$ cat src/rtl/irq_thresh_ctrl.sv
module irq_thresh_ctrl #(
  parameter int VEC_W = 8,
  parameter int CLS_W = 4
) (
  input  logic             clk,
  input  logic             rst_n,
  input  logic             req_v_i,
  input  logic [VEC_W-1:0] req_vec_i,
  input  logic             thr_we_i,
  input  logic [CLS_W-1:0] thr_i,
  input  logic             ack_i,
  output logic             irq_o,
  output logic [VEC_W-1:0] vec_o
);
  localparam int NVEC = 1 << VEC_W;

  logic [NVEC-1:0]  pend_q, pend_d;
  logic [CLS_W-1:0] thr_q;
  logic             pres_v;
  logic [VEC_W-1:0] pres_vec;
  logic             found;
  logic [VEC_W-1:0] sel;
  logic             held_ok, ack_fire;

  // highest eligible vector: later (higher) hits overwrite earlier ones
  always_comb begin
    found = 1'b0;
    sel   = '0;
    for (int i = 0; i < NVEC; i++) begin
      if (pend_q[i] && (VEC_W'(i) >> (VEC_W - CLS_W)) > VEC_W'(thr_q)) begin
        found = 1'b1;
        sel   = VEC_W'(i);
      end
    end
  end

  assign held_ok  = pres_vec[VEC_W-1 -: CLS_W] > thr_q;
  assign irq_o    = pres_v & held_ok;
  assign vec_o    = pres_vec;
  assign ack_fire = ack_i & irq_o;

  always_comb begin
    pend_d = pend_q;
    if (ack_fire) pend_d[pres_vec] = 1'b0;
    if (req_v_i)  pend_d[req_vec_i] = 1'b1;
  end

  always_ff @(posedge clk) begin
    if (!rst_n) begin
      pend_q   <= '0;
      thr_q    <= '0;
      pres_v   <= 1'b0;
      pres_vec <= '0;
    end else begin
      pend_q <= pend_d;
      if (thr_we_i) thr_q <= thr_i;
      if (ack_fire || (pres_v && !held_ok)) begin
        pres_v <= 1'b0;
      end else if (!pres_v && found) begin
        pres_v   <= 1'b1;
        pres_vec <= sel;
      end
    end
  end

  assert_req_sets_R2: assert property (@(posedge clk) disable iff (!rst_n)
    req_v_i |=> pend_q[$past(req_vec_i)]);

  assert_hold_stable_R8: assert property (@(posedge clk) disable iff (!rst_n)
    (irq_o && !ack_i && !thr_we_i) |=> (irq_o && $stable(vec_o)));

  assert_presented_pending_R9: assert property (@(posedge clk) disable iff (!rst_n)
    irq_o |-> pend_q[vec_o]);

  assert_ack_clears_R9: assert property (@(posedge clk) disable iff (!rst_n)
    (ack_i && irq_o && !(req_v_i && req_vec_i == vec_o)) |=> !pend_q[$past(vec_o)]);

  assert_ack_gap_R9: assert property (@(posedge clk) disable iff (!rst_n)
    (ack_i && irq_o) |=> !irq_o);

endmodule

$ cat config.mk
export PLATFORM = sky130hd
export DESIGN_NAME = irq_thresh_ctrl
export DESIGN_NICKNAME = d
export VERILOG_FILES = /design/src/rtl/irq_thresh_ctrl.sv
export SDC_FILE = /design/constraint.sdc
export NUM_CORES = 1
export LEC_CHECK = 0
export BUFFER_PORTS_ARGS = -buffer_cell sky130_fd_sc_hd__buf_2
export CAP_MARGIN = 20
export CELL_PAD_IN_SITES_DETAIL_PLACEMENT = 1
export CELL_PAD_IN_SITES_GLOBAL_PLACEMENT = 1
export CORE_ASPECT_RATIO = 1.1
export CORE_MARGIN = 2
export CORE_UTILIZATION = 45
export CTS_CLUSTER_SIZE = 28
export DETAILED_ROUTE_END_ITERATION = 6
export HOLD_SLACK_MARGIN = 0.02
export PLACE_DENSITY = 0.83
export RECOVER_POWER = 100
export SETUP_SLACK_MARGIN = 0.4
export SLEW_MARGIN = 0
export SYNTH_ARGS = -nofsm -noshare
export SYNTH_HDL_FRONTEND = slang
export SYNTH_SLANG_ARGS = --single-unit
export TNS_END_PERCENT = 50
$ cat constraint.sdc
create_clock -name clk -period 3.33 [get_ports clk]
set_input_delay 0.333 -clock clk [delete_from_list [all_inputs] [get_ports clk]]
set_output_delay 0.333 -clock clk [all_outputs]
set_load 0.01 [all_outputs]
==> results.tsv <==
stage	metric	value	unit
yosys	ys_warn_count	0	
yosys	synth-main-ff-cell	dfxtp_1	
worst_setup_path	rr_endpoint	vec_o[7]$_SDFFE_PN0P_	
placement	dpl.hpwl	43800	um
floorplan	io_pins	26	
worst_setup_path	crit_buf_inv	3	
flow_run	max_cap_viol_count	1	
worst_setup_path	crit_family	compound AO/OA/AOI/OAI gates	
worst_setup_path	ff2ff_setup_slack	0.17	ns
yosys	synth_top_family_by_area	compound AO/OA/AOI/OAI gates	
floorplan	dieArea	0.0331	mm^2
global_routing	gr-usage-met2	0.621	
placement	gp_congestion	1.01	
sta	clock_skew	0.0251	ns
detailed_routing	drc	1	
global_routing	grt_pass1_wl	98700	um
worst_setup_path	critPathCaptureType	register	
global_routing	grt_use_total	0.387	
pwr	powerDensity	455	mW/mm^2
sta	slew_violations	193	
sta	rsz0062_at_grt	no	
clock_network	cts.clk_slew.worst_paths	0.07	ns
sta	setup_viol	0	
yosys	async_reset_ff_frac	0	
global_routing	overflow	0	
sta	maxSlewHeadroom	-0.336	
worst_setup_path	worstPathRequired	3.78	ns
detailed_routing	dr.pass1.iters	7	
detailed_routing	via_count	16405	
global_routing	met3_usage	0.0768	
yosys	ys_types	74	
hold_path	min_path_cells	3	
worst_setup_path	reg2reg_from	thr_q[2]$_SDFFE_PN0P_	
hold_path	hp-start	thr_i[2]	
outcome	failed_checks	design-rule violations, max-capacitance violations, max-slew violations	
yosys	synth_common_cells	nand2_1 (325), o21ai_0 (303), dfxtp_1 (253)	
floorplan	num_rows	68	
detailed_routing	drtIter0Drc	1466	
yosys	ys_ff_latch	253	
global_routing	globalRoute.busiestLayer	met2	
clock_network	cts_tree	yes	
yosys	synth_compound_area_frac	0.361	
worst_setup_path	timing.critical_path.slowest_stage_cell	clkbuf_1	
yosys	yosysTopAreaCell	dfxtp_1	
clock_network	cts_buffers	28	
pwr	p_leak	5.54	nW
floorplan	start_util	0.455	
floorplan	fp.dieH	191	um
worst_setup_path	cp_num_cells	10	
clock_network	cts-root-buf	clkbuf_16	
layout	nFillCells	3988	
floorplan	die_x	174	um
detailed_routing	wirelength	65800	um
sta	fin_crit	3.16	ns
worst_setup_path	cp-start-kind	register	
worst_setup_path	cp.arrival	3.61	ns
detailed_routing	ant_nets	0	
clock_network	cts_buffer_depth	3	
yosys	synth_mux_area_frac	0.00281	
hold_path	hold_class	in -> reg	
clock_network	insertion_delay	0.57	ns
global_routing	antenna_found_initial	2	
worst_setup_path	path_class	reg -> reg	
yosys	synth_edf_count	0	
yosys	synthAdderAreaFrac	0.00351	
placement	dp_slack	0.0766	ns
outcome	outcome	complete, but fails checks	
yosys	synth_fp_nets	1960	
clock_network	cts_sinks	253	
clock_network	cts_max_level	1	
global_routing	grt_pass1_vias	16495	
sta	fmax	317	MHz
sta	worstMarginPinSlew	2.00	ns
yosys	synth_area	0.0142	mm^2
yosys	synthMostInstantiatedCell	nand2_1	
sta	hold_slack	0.0673	ns
worst_setup_path	cp_cell_sequence	buf_4 > or2_1 > buf_4 > a31oi_1 > a211oi_2 > and4_1 > a31oi_4 > clkbuf_1 > nand4b_1 > o211a_1	
yosys	avgSynthCellArea	7.35	um^2
placement	port_buffers	25	
worst_setup_path	critPathMaxFanout	11	
worst_setup_path	cpMostUsedCell	buf_4	
layout	fin_nets	1998	
worst_setup_path	startpoint	thr_q[2]$_SDFFE_PN0P_	
yosys	post-synth-top-area-fraction	0.355	
hold_path	whs_endpoint	thr_q[2]$_SDFFE_PN0P_	
yosys	synth_area_leaders	dfxtp_1 (36%), a21boi_0 (13%), o21ai_0 (11%)	
yosys	synthSimpleGateAreaFrac	0.235	
yosys	synth-xor-area-share	0	
layout	drive_gt1_frac	0.107	
global_routing	grtUsageMet1	0.473	
worst_setup_path	cp_slowest_stage_delay	0.46	ns
yosys	syn_inst	1939	
detailed_routing	wire_per_inst	27.2	um
sta	period_share	0.948	
layout	area_delta_synth_final	15.4	%
detailed_routing	vias_per_cell	6.78	
pwr	ir_drop	0.000445	V
yosys	seq_area_frac_synth	0.355	
global_routing	grt_max_degree	193	
sta	hold_viol	0	
sta	setup_ws	0.172	ns
sta	finalSetupTns	0	ns
worst_setup_path	r2r_cells	10	
floorplan	coreArea	0.0313	mm^2
[cells in the final DEF, fill, tap and decap left out, types with 9 or more instances in the layout]
cell type	count
clkbuf_1	17
a21boi_0	242
buf_4	85
nand4_1	18
dfxtp_1	250
nand2b_1	21
clkbuf_16	29
a21oi_1	69
nor2b_1	19
o31ai_1	18
nor3_1	34
nor4_1	60
inv_1	43
o21a_1	9
a2111oi_0	10
nand3_1	22
buf_2	16
or4_1	16
o211ai_1	9
a31oi_1	19
nor2_1	156
nand2_1	324
a41oi_1	9
o21ai_0	302
[sequential cells by signal, indices dropped and copies added, names as in the netlist]
| register | count |
|---|---|
| pres_v | 1 |
| thr_q | 4 |
| pend_q | 240 |
| vec_o | 8 |
[power by group]
part | total (mW) | internal (mW) | switching, mW
Sequential | 3.13 | 3.06 | 0.0705
Combinational | 0.831 | 0.254 | 0.577
Clock | 3.53 | 2.13 | 1.40
Total | 7.49 | 5.44 | 2.04
[worst max-delay path by stage]
stage	end	slack, ns
2_1_floorplan	pend_q[38]$_SDFF_PN0_	0.49
6_report	vec_o[7]$_SDFFE_PN0P_	0.17
3_5_place_dp	vec_o[0]$_SDFFE_PN0P_	0.08
4_1_cts	pend_q[85]$_SDFF_PN0_	0.33
3_3_place_gp	vec_o[0]$_SDFFE_PN0P_	0.15
5_1_grt	vec_o[7]$_SDFFE_PN0P_	0.14
[worst min-delay path, cell delays in order]
cell and delay, ns:
buf_2 0.10, mux2i_1 0.07, nor2b_1 0.10
[kinds of logic after synthesis]
kind of cell    Yosys count
buf+inv                 156
mux                       4
simple gates            729
fa+ha+maj                 4
compound gates          793
flops                   253
[layer usage]
metal  vias to the layer above  share of wire
met2                       853           0.45
met5                         -              0
li1                       7146              -
met3                       313          0.086
met1                      8093           0.39
met4                         0          0.076
[metrics by stage]
stage          cells  cell area (um^2)  utilization  power [mW]
5_1_grt         2420             16400        0.525        7.64
6_report        2421             16400        0.525        7.49
3_5_place_dp    2351             15100        0.482        3.91
3_3_place_gp    2351             15100        0.482        3.90
4_1_cts         2406             16300        0.519        7.41
2_1_floorplan   1939             14200            -        3.59
[final cells by class]
class                           instances  area (um^2)  area share
Antenna cell                            2         5.00    0.000304
Clock buffer                           39          833      0.0507
Clock inverter                         13          203      0.0123
Inverter                               44          166      0.0101
Multi-Input combinational cell       1530         8820       0.537
Sequential cell                       253         5070       0.308
Tap cell                              420          526      0.0320
Timing Repair Buffer                  120          820      0.0498
[repair_timing]
item | CTS | global route
pin swaps | 1 | 8
buffers inserted | 3 | 12
cloned | 0 | 0
hold buffers | 0 | 0
setup endpoints to repair | 144 | 208
resized for setup | 23 | 27
Power figures use the tool's default switching activity.
